$ cat src/rtl/svc_disp_pkg.sv
// Shared codes for the service channel dispatcher.
// Assumes the type field is at least 2 bits and the sub-type field at least 1 bit wide.
package svc_disp_pkg;
    localparam int unsigned TYPE_W_DEF = 2;
    localparam int unsigned SUB_W_DEF  = 2;
    localparam int unsigned DATA_W_DEF = 32;

    // Message-type codes carried on the channel
    localparam int unsigned KIND_HOST = 0;
    localparam int unsigned KIND_SYNC = 1;
    localparam int unsigned KIND_IO   = 2;

    // Synchronization sub-type codes
    localparam int unsigned SYNC_ACCOUNT = 0;
    localparam int unsigned SYNC_RELEASE = 1;

    // Consumer slots, in fan-out order
    typedef enum int unsigned {
        SLOT_BOOT = 0,
        SLOT_ACCT = 1,
        SLOT_REL  = 2,
        SLOT_IO   = 3
    } slot_e;
    localparam int unsigned NUM_SLOTS = 4;
endpackage

$ cat src/rtl/svc_route_decode.sv
// Two-level route decode: message type first, then the sync sub-type.
// Produces a one-hot-or-zero slot select and a drop flag for unknown codes.
// Assumes in_valid qualifies the other inputs.
module svc_route_decode
    import svc_disp_pkg::*;
#(
    parameter int unsigned TYPE_W = TYPE_W_DEF,
    parameter int unsigned SUB_W  = SUB_W_DEF
) (
    input  logic                 in_valid,
    input  logic [TYPE_W-1:0]    in_type,
    input  logic [SUB_W-1:0]     in_sub,
    output logic [NUM_SLOTS-1:0] sel,
    output logic                 drop
);
    // Choose the consumer slot from type and sub-type
    always_comb begin
        sel  = '0;
        drop = 1'b0;
        if (in_valid) begin
            if (in_type == TYPE_W'(KIND_HOST)) begin
                sel[SLOT_BOOT] = 1'b1;
            end else if (in_type == TYPE_W'(KIND_SYNC)) begin
                if (in_sub == SUB_W'(SYNC_ACCOUNT)) begin
                    sel[SLOT_ACCT] = 1'b1;
                end else if (in_sub == SUB_W'(SYNC_RELEASE)) begin
                    sel[SLOT_REL] = 1'b1;
                end else begin
                    drop = 1'b1;
                end
            end else if (in_type == TYPE_W'(KIND_IO)) begin
                sel[SLOT_IO] = 1'b1;
            end else begin
                drop = 1'b1;
            end
        end
    end
endmodule

$ cat src/rtl/svc_ack_select.sv
// Picks the acknowledgement of the selected consumer, or forces it for a drop.
// Assumes sel is one-hot or zero and drop excludes any select.
module svc_ack_select #(
    parameter int unsigned N = 4
) (
    input  logic [N-1:0] sel,
    input  logic         drop,
    input  logic [N-1:0] cons,
    output logic         ack
);
    // Merge the masked consumer acknowledgements with the drop path
    always_comb begin
        ack = drop | (|(sel & cons));
    end
endmodule

$ cat src/rtl/svc_fanout.sv
// Drives the valid and payload of every consumer slot.
// Payload is broadcast unchanged; only the selected slot sees valid.
module svc_fanout #(
    parameter int unsigned N      = 4,
    parameter int unsigned DATA_W = 32
) (
    input  logic [N-1:0]            sel,
    input  logic [DATA_W-1:0]       data,
    output logic [N-1:0]            out_valid,
    output logic [N-1:0][DATA_W-1:0] out_data
);
    for (genvar g = 0; g < N; g++) begin : g_slot
        // Per-slot valid and payload
        always_comb begin
            out_valid[g] = sel[g];
            out_data[g]  = data;
        end
    end
endmodule

$ cat src/rtl/svc_dispatch.sv
// Service channel dispatcher: steers one network-interface message stream to
// the boot, sync-account, release or IO consumer and returns the chosen
// consumer's acknowledgement. Purely combinational; the sync sub-type is read
// from the top SUB_W bits of the payload.
module svc_dispatch
    import svc_disp_pkg::*;
#(
    parameter int unsigned DATA_W = DATA_W_DEF,
    parameter int unsigned TYPE_W = TYPE_W_DEF,
    parameter int unsigned SUB_W  = SUB_W_DEF
) (
    input  logic              in_valid,
    input  logic [TYPE_W-1:0] in_type,
    input  logic [DATA_W-1:0] in_data,
    output logic              in_consumed,
    output logic              boot_valid,
    output logic [DATA_W-1:0] boot_data,
    input  logic              boot_consumed,
    output logic              acct_valid,
    output logic [DATA_W-1:0] acct_data,
    input  logic              acct_consumed,
    output logic              rel_valid,
    output logic [DATA_W-1:0] rel_data,
    input  logic              rel_consumed,
    output logic              io_valid,
    output logic [DATA_W-1:0] io_data,
    input  logic              io_consumed
);
    localparam int unsigned SUB_LSB = DATA_W - SUB_W;

    logic [NUM_SLOTS-1:0]             sel;
    logic                             drop;
    logic [NUM_SLOTS-1:0]             cons_vec;
    logic [NUM_SLOTS-1:0]             val_vec;
    logic [NUM_SLOTS-1:0][DATA_W-1:0] data_vec;
    logic [SUB_W-1:0]                 sub_fld;

    // Extract the sync sub-type and gather the consumer acknowledgements
    always_comb begin
        sub_fld             = in_data[SUB_LSB +: SUB_W];
        cons_vec            = '0;
        cons_vec[SLOT_BOOT] = boot_consumed;
        cons_vec[SLOT_ACCT] = acct_consumed;
        cons_vec[SLOT_REL]  = rel_consumed;
        cons_vec[SLOT_IO]   = io_consumed;
    end

    svc_route_decode #(.TYPE_W(TYPE_W), .SUB_W(SUB_W)) u_decode (
        .in_valid (in_valid),
        .in_type  (in_type),
        .in_sub   (sub_fld),
        .sel      (sel),
        .drop     (drop)
    );

    svc_ack_select #(.N(NUM_SLOTS)) u_ack (
        .sel  (sel),
        .drop (drop),
        .cons (cons_vec),
        .ack  (in_consumed)
    );

    svc_fanout #(.N(NUM_SLOTS), .DATA_W(DATA_W)) u_fan (
        .sel       (sel),
        .data      (in_data),
        .out_valid (val_vec),
        .out_data  (data_vec)
    );

    // Map slot vectors onto the named consumer ports
    always_comb begin
        boot_valid = val_vec[SLOT_BOOT];
        boot_data  = data_vec[SLOT_BOOT];
        acct_valid = val_vec[SLOT_ACCT];
        acct_data  = data_vec[SLOT_ACCT];
        rel_valid  = val_vec[SLOT_REL];
        rel_data   = data_vec[SLOT_REL];
        io_valid   = val_vec[SLOT_IO];
        io_data    = data_vec[SLOT_IO];
    end

    // Port-level checks on the combined behaviour
    always_comb begin

        single_sel_chk: assert ($onehot0({boot_valid, acct_valid, rel_valid, io_valid}));

        idle_quiet_chk: assert (in_valid || !(boot_valid || acct_valid || rel_valid || io_valid || in_consumed));

        drop_ack_chk: assert (!in_valid || boot_valid || acct_valid || rel_valid || io_valid || in_consumed);

        boot_ack_chk: assert (!boot_valid || (in_consumed == boot_consumed));

        acct_ack_chk: assert (!acct_valid || (in_consumed == acct_consumed));

        rel_ack_chk: assert (!rel_valid || (in_consumed == rel_consumed));

        io_ack_chk: assert (!io_valid || (in_consumed == io_consumed));

        pass_data_chk: assert (boot_data == in_data && acct_data == in_data && rel_data == in_data && io_data == in_data);
    end
endmodule

$ cat config.mk
export PLATFORM = sky130hd
export DESIGN_NAME = svc_dispatch
export DESIGN_NICKNAME = d
export VERILOG_FILES = /design/src/rtl/svc_disp_pkg.sv /design/src/rtl/svc_route_decode.sv /design/src/rtl/svc_ack_select.sv /design/src/rtl/svc_fanout.sv /design/src/rtl/svc_dispatch.sv
export SDC_FILE = /design/constraint.sdc
export NUM_CORES = 1
export LEC_CHECK = 0
export ABC_AREA = 1
export BUFFER_PORTS_ARGS = -buffer_cell sky130_fd_sc_hd__buf_2
export CORE_AREA = 2 2 67 69
export DETAILED_ROUTE_END_ITERATION = 16
export DIE_AREA = 0 0 69 71
export PLACE_DENSITY = 0.75
export RECOVER_POWER = 25
export REMOVE_ABC_BUFFERS = 1
export SYNTH_ARGS = -nofsm -noshare
export SYNTH_HDL_FRONTEND = slang
export SYNTH_SLANG_ARGS = --single-unit
$ cat constraint.sdc
create_clock -name vclk -period 0.8
set_input_delay 0.04 -clock vclk [all_inputs]
set_output_delay 0.04 -clock vclk [all_outputs]
set_load 0.01 [all_outputs]
; After elaboration in Yosys (flattened, before gate mapping)
; Cells that the tools add are included.
[classes]
bitwise = 2
eq_ne = 3
muxes = 15
n_reduce_logical = 3
[op_table]
columns = op, count
row1 = $mux W1, 12
row2 = $and A4 B4 Y4, 1
row3 = $eq A2 B1 Y1 const B, 2
row4 = $logic_not A2 Y1, 2
row5 = $mux W4, 1
row6 = $reduce_or A4 Y1, 1
row7 = $mux W3, 1
row8 = $eq A2 B2 Y1 const B, 1
row9 = $mux W2, 1
row10 = $or A1 B1 Y1, 1
[totals]
out_inout_bits = 133
input_bits = 39
wordCells = 23
ff_bits = 0

; Longest topological paths before layout
; Gate-level depths: netlist of the first run.
[depth]
depth_word = 9
mapped_depth = 6
mapped_depth_nobuf = 6

; Hierarchy
; A second synthesis of the first run with hierarchy kept.
[unflattened]
hier_cells = 156
area_unflattened_um2 = 1087.3
[by_module_without_submodules]
columns = module, seq_area_each_um2, instances, area_each_um2, cells_each
row1 = svc_fanout, 0.0, 1, 991.0, 132
row2 = svc_route_decode, 0.0, 1, 55.1, 13
row3 = svc_ack_select, 0.0, 1, 41.3, 11

; Worst setup path before layout of the first run
; Ideal clock, no wire load.
[synth_path]
path_kind = input -> output
from = in in_type[0]
to = out acct_valid
t_arrival_ps = 576
n_path_buf = 0
stages = 4
setup_slack_ps = 184
required_time_ps = 760
path_cell_list = inv_2 -> nor2_2 -> inv_2 -> nor4_1
[synth_via]
elab_chain_len = 4
elab_cells_between_ends = 5
classes_between = eq/ne: 1 / mux: 3 / reduce/logical: 1
[synth_lines]
columns = element, line
row1 = from (decl), svc_dispatch.sv:13  ; input logic [TYPE_W-1:0] in_type,
row2 = $eq A2 B1 Y1, svc_route_decode.sv:23  ; end else if (in_type == TYPE_W'(KIND_SYNC)) begin
row3 = $mux W2, svc_route_decode.sv:23
row4 = $mux W3 (*), svc_route_decode.sv:21  ; if (in_type == TYPE_W'(KIND_HOST)) begin
row5 = $mux W4 (*), svc_route_decode.sv:20  ; if (in_valid) begin
row6 = to (decl), svc_dispatch.sv:19  ; output logic acct_valid,
; Mark *: on every way between the ends. The rest lies on a longest branch, timed or not.

; Worst setup path after layout of the first run
[layout_path]
from = in in_type[1]
to = out in_consumed
[layout_via]
elab_chain_len = 8
elab_cells_between_ends = 16
classes_between = eq/ne: 2 / mux: 10 / bitwise: 2 / reduce/logical: 2
[layout_lines]
columns = element, line
row1 = $eq A2 B2 Y1, svc_route_decode.sv:31  ; end else if (in_type == TYPE_W'(KIND_IO)) begin
row2 = $mux W1, svc_route_decode.sv:31
row3 = $mux W1, svc_route_decode.sv:23
row4 = $mux W3, svc_route_decode.sv:21
row5 = $mux W4, svc_route_decode.sv:20
row6 = $and A4 B4 Y4, svc_ack_select.sv:13  ; ack = drop | (|(sel & cons));
row7 = $reduce_or A4 Y1, svc_ack_select.sv:13
row8 = $or A1 B1 Y1 (*), svc_ack_select.sv:13
row9 = to (decl), svc_dispatch.sv:15  ; output logic in_consumed,
; Marked as above.

==> results of run 1 <==
## cells in the mapped netlist
cell type / n / area (µm²)
inv_1: 7 / 26.28
nand2_1: 4 / 15.01
nor2_1: 4 / 15.01
nor3_1: 1 / 5.000
nand4_1: 2 / 12.51
nor4_1: 2 / 12.51
inv_2: 2 / 7.510
nand3_1: 3 / 15.01
nor2_2: 1 / 6.260
buf_4: 128 / 960.9
## final cells by class
type               instances  area, µm²
fillers                  503       3841
repair buffers            24      150.1
multi-input cells         17      113.9
well taps                 52      65.06
inverters                  9      33.78
## critical path, stage by stage
cell and delay, ps:
buf_6 110, inv_2 40, nand2_1 50, nand2_2 60, nand2_2 60, nor2_4 130, nand3_1 80, buf_2 140
## stage by stage
stage               TNS, ps  worst slack [ps]  instance area, µm²  hold slack, ps  utilization, %
floorplan                 0             184.2               115.1           80.00               -
global placement     -27.62            -19.03               305.3           80.32           7.262
detailed placement   -24.40            -12.27               305.3           80.32           7.262
CTS                       0             8.630               312.8           80.32           7.440
global route         -17.34            -6.920               362.8           80.07           8.631
finish                    0             44.65               362.8           80.08           8.631
## layer usage
metal  share of wire [%]  routed length [µm]  vias to the layer above
met5                   0                   0                        -
li1                    -                   -                      132
met4                 4.5                 234                        0
met2                  46                2352                      151
met3                  30                1524                       10
met1                  20                1040                      174
## where the power goes
group | leakage, nW | internal (W) | total, W | switching [W]
Sequential | 0 | 0 | 0 | 0
Combinational | 0.191 | 0.0000752 | 0.000164 | 0.0000888
Clock | 0 | 0 | 0 | 0
## repair_timing
action                                  in CTS  in global routing
pin swaps                                    0                  6
gates resized for setup                      2                 20
setup buffers                                0                  0
endpoints found under the setup margin       3                  3
## cell families (layout without fill, tap and decap cells)
family                 after synthesis  in the layout  synth area share [%]
buffers and inverters              137             33                 92.44
AND/OR/NAND/NOR                     17             17                 7.556
## worst paths after layout
path,from,to,slack (ps),depth (start not counted)
worst min-delay path,in_data[29],io_data[29],80,0
worst max-delay path,in_type[1],in_consumed,40,8
==> impl_results.md, run 1 <==
- Pins over their slew limit: 0
- Gr usage total: roughly a fifth
- Register area: 0 µm²
- Unrepaired setup endpoints after global routing: true
- I/O Pins: approximately 170
- Die Wd: between 60 and 70 µm
- Finish-stage setup viols: 0
- Placeable Area: ~4200 µm²
- Commonest non-fill, non-tap cell in the layout: buf_2
- Mean Syn Cell Area: approximately 7 µm²
- Tcrit/Tclk final: 94.42%
- Outcome: finished, final reports clean
- Initial DRT Pass Iterations: 4
- Setup crit end kind: output port
- Final net count: 91
- DP HPWL: approximately 4200 µm
- Pleak: roughly 0.19 nW
- Post-Route WL: 5152 µm
- CP Max Fanout: 5
- Hold violation total from the final report: 0
- Worst path required time: between 700 and 800 ps
- Post-Place Cells: about 100
- Starting density of the core: roughly a quarter
- First-pass GRT wire length: approximately 6200 µm
- Cell count after synthesis: between 150 and 200
- Met1 Use GR: roughly 11%
- Number of global-route vias before repair: 408
- CP arrival: 720 ps
- DR vias/cell: roughly 4.6
- Critical path type: in2out
- Total chip power: roughly 0.00016 W
- Clock buffer count: 0
- Syn-to-layout area delta: -66.28%
- Setup crit start kind: input port
- Residual DRC count: 0
- FFs & Latches: 0
- DR iter-0 viols: 24
- Seq/Total Area, Yosys: 0%
- Max-Cap Viols: 0
- Worst-Margin Slew: approximately 200 ps
- Count of different cell masters after synthesis: 10
- Final std cells w/o fill: about 100
- Max Freq: between 1 and 1.5 GHz
- Period minus WS final: about 760 ps
- Final Wtd Congestion: between 0.7 and 0.8
- Pin count of the biggest net entering global routing: 8
- Gr ovfl total: 0
- Most frequent cells in the layout: 18 x buf_2, 5 x inv_2, 4 x inv_1, 4 x buf_6
- Detailed-route via count: 467
- Pwr Density: roughly 450 nW/µm²
- YS warnings: 0
- Drt wl/cell: approximately 50 µm
- Port Buf Inserts: 22
- Hold_buf cts: 0
- Initial antenna violation count: 0
- # diodes: 0
- GRT Max-Usage Layer: met2
- Slew margin rel.: about 87%
- Antenna Nets Post-Route: 0
- Row count: 24
- GR met2 Demand/Resource: about 29%
- Peak VDD IR: between 100 and 150 µV
- Met3 Usage GRT: around 28%
- Die Height: ~70 µm
- Die area: approximately 4900 µm²
- Min-delay worst type: in2out
- Post-synthesis cell area: between 1000 and 1500 µm²
- Layout cell share with drive strength beyond 1: 76.00%
Power figures use the tool's default switching activity.
==> inputs of run 2 (changes only) <==
- CORE_AREA: 2 2 67 69 -> 3 3 66 68
- PLACE_DENSITY: 0.75 -> 0.79
==> impl_results.md, run 2 (same netlist as run 1, synthesis figures left out) <==
- Gr ovfl total: 0
- Min-delay worst type: in2out
- Row count: 23
- Syn-to-layout area delta: -71.51%
- Max-Cap Viols: 0
- Place WS: -0.2710 ps
- Fill cells: a little under 500
- Worst Setup Slack, final: around 23 ps
- Pin count of the biggest net entering global routing: 9
- Final net count: between 80 and 90
- # diodes: 0
- Critical path type: in2out
- Port Buf Inserts: 22
- Final Wtd Congestion: 0.7838
- Tcrit/Tclk final: around 100%
- Pins over their slew limit: 0
- Setup crit start kind: input port
- Clock buffer count: 0
- Hold_buf cts: 0
- Max Freq: between 1 and 1.5 GHz
- First-pass GRT wire length: 6203 µm
- DR iter-0 viols: 37
- Period minus WS final: 777.4 ps
- Slew margin rel.: 84.92%
- Post-Route WL: approximately 5200 µm
- Outcome: finished, final reports clean
- Fin area: a little over 300 µm²
- Total chip power: about 0.00013 W
- CP arrival: 740 ps
- DR vias/cell: around 4.6
- Gr usage total: ~19%
- Number of global-route vias before repair: between 300 and 400
- Total negative slack: 0 ps
- FFs & Latches: 0
- Residual DRC count: 0
- Initial DRT Pass Iterations: 4
- Die area: between 4000 and 5000 µm²
- I/O Pins: 172
- Pleak: 0.1767 nW
- Antenna Nets Post-Route: 0
- Peak VDD IR: 91.46 µV
- Placeable Area: 3914 µm²
- Detailed-route via count: roughly 450
- DP HPWL: 4309 µm
- Hold slack: ~80 ps
- Setup crit end kind: output port
- Hold violation total from the final report: 0
- Commonest non-fill, non-tap cell in the layout: buf_2
- Die Height: approximately 70 µm
- CP Max Fanout: 4
- Finish-stage setup viols: 0
- Most frequent cells in the layout: 20 x buf_2, 7 x inv_1, 4 x nand2_1
- Worst-Margin Slew: ~220 ps
- Worst path required time: between 700 and 800 ps
- Layout cell share with drive strength beyond 1: a little under three fifths
- Dpl cell area: between 200 and 300 µm²
- Register area: 0 µm²
- Worst hold endpoint: io_data[10]
- Starting density of the core: around 27%
- Die Wd: ~69 µm
- Setup repair bufs after CTS: 0
- Unrepaired setup endpoints after global routing: true
- WHS Path Cells: 0
- Worst Hold Launch: in_data[10]
- Drt wl/cell: 53.42 µm
- Initial antenna violation count: 0
- Launch point of the worst path: in_type[0]
- Pwr Density: roughly 430 nW/µm²
[run 2: metal layers]
metal | wire [µm] | up-vias | global-route usage (%)
met5 | 0 | - | 8.081
met4 | 240 | 0 | 7.592
met3 | 1481 | 12 | 23.86
met2 | 2355 | 142 | 29.87
met1 | 1159 | 173 | 13.49
li1 | - | 127 | -
[run 2: timing repair]
action	4_1_cts	5_1_grt
setup endpoints to repair	1	3
endpoints found under the hold margin	0	0
cloned	0	0
pin swaps	0	1
gates resized for setup	1	6
[run 2: critical path, stage by stage]
cell	delay, ps
buf_2	120
inv_2	60
nor2_4	120
inv_2	50
nor4_1	170
buf_2	180
[run 2: area by class of cell]
cell class	count	area (µm²)	share of cell area (%)
timing repair buffer	22	115.1	37.55
multi-input combinational	17	95.09	31.02
tap	50	62.56	20.41
inverter	9	33.78	11.02
[run 2: worst max-delay path by stage]
| stage | cells after the start | slack, ps | to |
|---|---|---|---|
| 6_report | 6 | 20 | rel_valid |
| 5_1_grt | 6 | -40 | rel_valid |
| 4_1_cts | 8 | 20 | in_consumed |
| 3_5_place_dp | 5 | -0.3 | rel_valid |
| 3_3_place_gp | 8 | -7 | in_consumed |
| 2_1_floorplan | 4 | 180 | acct_valid |
[run 2: report_power, final]
part | internal, W | total, W | switching (W)
combinational | 0.0000548 | 0.000133 | 0.0000785
clock | 0 | 0 | 0
sequential | 0 | 0 | 0
total | 0.0000548 | 0.000133 | 0.0000785
[run 2: stage by stage]
step / instances / util (%)
2_1_floorplan: 26 / -
3_3_place_gp: 98 / 7.353
3_5_place_dp: 98 / 7.353
4_1_cts: 98 / 7.481
5_1_grt: 98 / 7.832
6_report: 98 / 7.832
==> inputs of run 3 (changes only) <==
- REMOVE_ABC_BUFFERS: 1 -> default
==> impl_results.md, run 3 (same netlist as run 1, synthesis figures left out) <==
- Outcome: finished, final reports clean
- Hold_buf cts: 0
- Gr ovfl total: 0
- Post-Place Cells: between 100 and 150
- Int Pwr: around 0.00011 W
- Pin count of the biggest net entering global routing: 7
- Final Wtd Congestion: between 0.8 and 0.9
- Setup crit start kind: input port
- Worst-Margin Slew: ~200 ps
- Die Height: approximately 71 µm
- Number of global-route vias before repair: roughly 370
- Seq pwr share: 0%
- Combinational power share: between 90% and 100%
- Pins over their slew limit: 0
- Most frequent cells in the layout: 17 x buf_2, 8 x buf_6, 7 x buf_4
- Tcrit/Tclk final: between 90% and 100%
- Initial DRT Pass Iterations: 4
- DR iter-0 viols: 2
- Row count: 23
- Fin area: between 400 and 500 µm²
- Psw: 0.00009341 W
- Drt wl/cell: ~14 µm
- Worst path required time: between 700 and 800 ps
- Peak VDD IR: between 60 and 70 µV
- Gr usage total: 5.078%
- Min-delay worst type: in2out
- Residual DRC count: 0
- DR vias/cell: about 3.5
- Period minus WS final: approximately 770 ps
- Hold slack: approximately 80 ps
- Final std cells w/o fill: between 100 and 150
- Syn-to-layout area delta: -57.91%
- Clock buffer count: 0
- Slew margin rel.: 86.52%
- Finish-stage setup viols: 0
- Hold violation total from the final report: 0
- Switching part of the total: a little under half
- Critical path type: in2out
- Max Freq: between 1 and 1.5 GHz
- Pleak: about 0.24 nW
- Syn Nets: 193
- # diodes: 0
- DP HPWL: 1276 µm
- CP Max Fanout: 4
- Die area: 4899 µm²
- Final Util: about 12%
- Pwr Density: about 440 nW/µm²
- Layout cell share with drive strength beyond 1: approximately 73%
- Detailed-route via count: 380
- Dpl cell area: 362.8 µm²
- Port Buf Inserts: 22
- Clock network power share: 0%
- Max-Cap Viols: 0
- Post-Route WL: 1556 µm
- Setup crit end kind: output port
- Commonest non-fill, non-tap cell in the layout: buf_2
- Final net count: 100
- I/O Pins: between 150 and 200
- Starting density of the core: 27.49%
- Initial antenna violation count: 0
- Antenna Nets Post-Route: 0
- CP arrival: between 700 and 800 ps
- Placeable Area: just under 4000 µm²
- First-pass GRT wire length: about 2000 µm
- FFs & Latches: 0
- Die Wd: 69 µm
- Total negative slack: 0 ps
- Register area: 0 µm²
- Unrepaired setup endpoints after global routing: true
-- run 3: stage by stage --
stage          total power, W  setup slack, ps
6_report            0.0002002            25.44
5_1_grt             0.0002166           -21.52
4_1_cts             0.0001780           0.9980
3_5_place_dp        0.0001543           -43.17
3_3_place_gp        0.0001530           -44.20
2_1_floorplan       0.0006966            184.2
-- run 3: worst paths after layout --
| check | start | end | slack [ps] | cells after the start |
|---|---|---|---|---|
| worst max-delay path | in_data[31] | in_consumed | 30 | 9 |
| worst min-delay path | in_data[5] | acct_data[5] | 80 | 0 |
-- run 3: per-layer routing --
metal | GRT usage [%] | routed length [µm] | vias up
met4 | 2.386 | 63 | 0
met5 | 0 | 0 | -
met1 | 2.290 | 245 | 137
met2 | 9.958 | 808 | 80
met3 | 5.682 | 438 | 15
li1 | - | - | 148
-- run 3: power by group through the flow --
| stage | Clock, W | Combinational [W] | Sequential (W) |
|---|---|---|---|
| 2_1_floorplan | 0 | 0.000697 | 0 |
| 3_3_place_gp | 0 | 0.000153 | 0 |
| 3_5_place_dp | 0 | 0.000154 | 0 |
| 4_1_cts | 0 | 0.000178 | 0 |
| 5_1_grt | 0 | 0.000217 | 0 |
| 6_report | 0 | 0.000200 | 0 |
-- run 3: worst max-delay path, cell delays in order --
cell and delay, ps:
buf_6 100, buf_6 120, inv_2 40, nand2_1 40, nand2_1 50, nand2_1 60
nor2_1 80, nand3_1 70, buf_2 140
-- run 3: timing repair --
| item | in CTS | in global routing |
|---|---|---|
| setup endpoints to repair | 2 | 3 |
| resized for setup | 9 | 13 |
| pin swaps | 4 | 4 |
| buffers inserted | 1 | 0 |
-- run 3: final cells by class --
class / instances / area, µm²
Fill cell: 452 / 3461
Inverter: 9 / 33.78
Tap cell: 50 / 62.56
Multi-Input combinational cell: 17 / 113.9
Timing Repair Buffer: 33 / 242.7
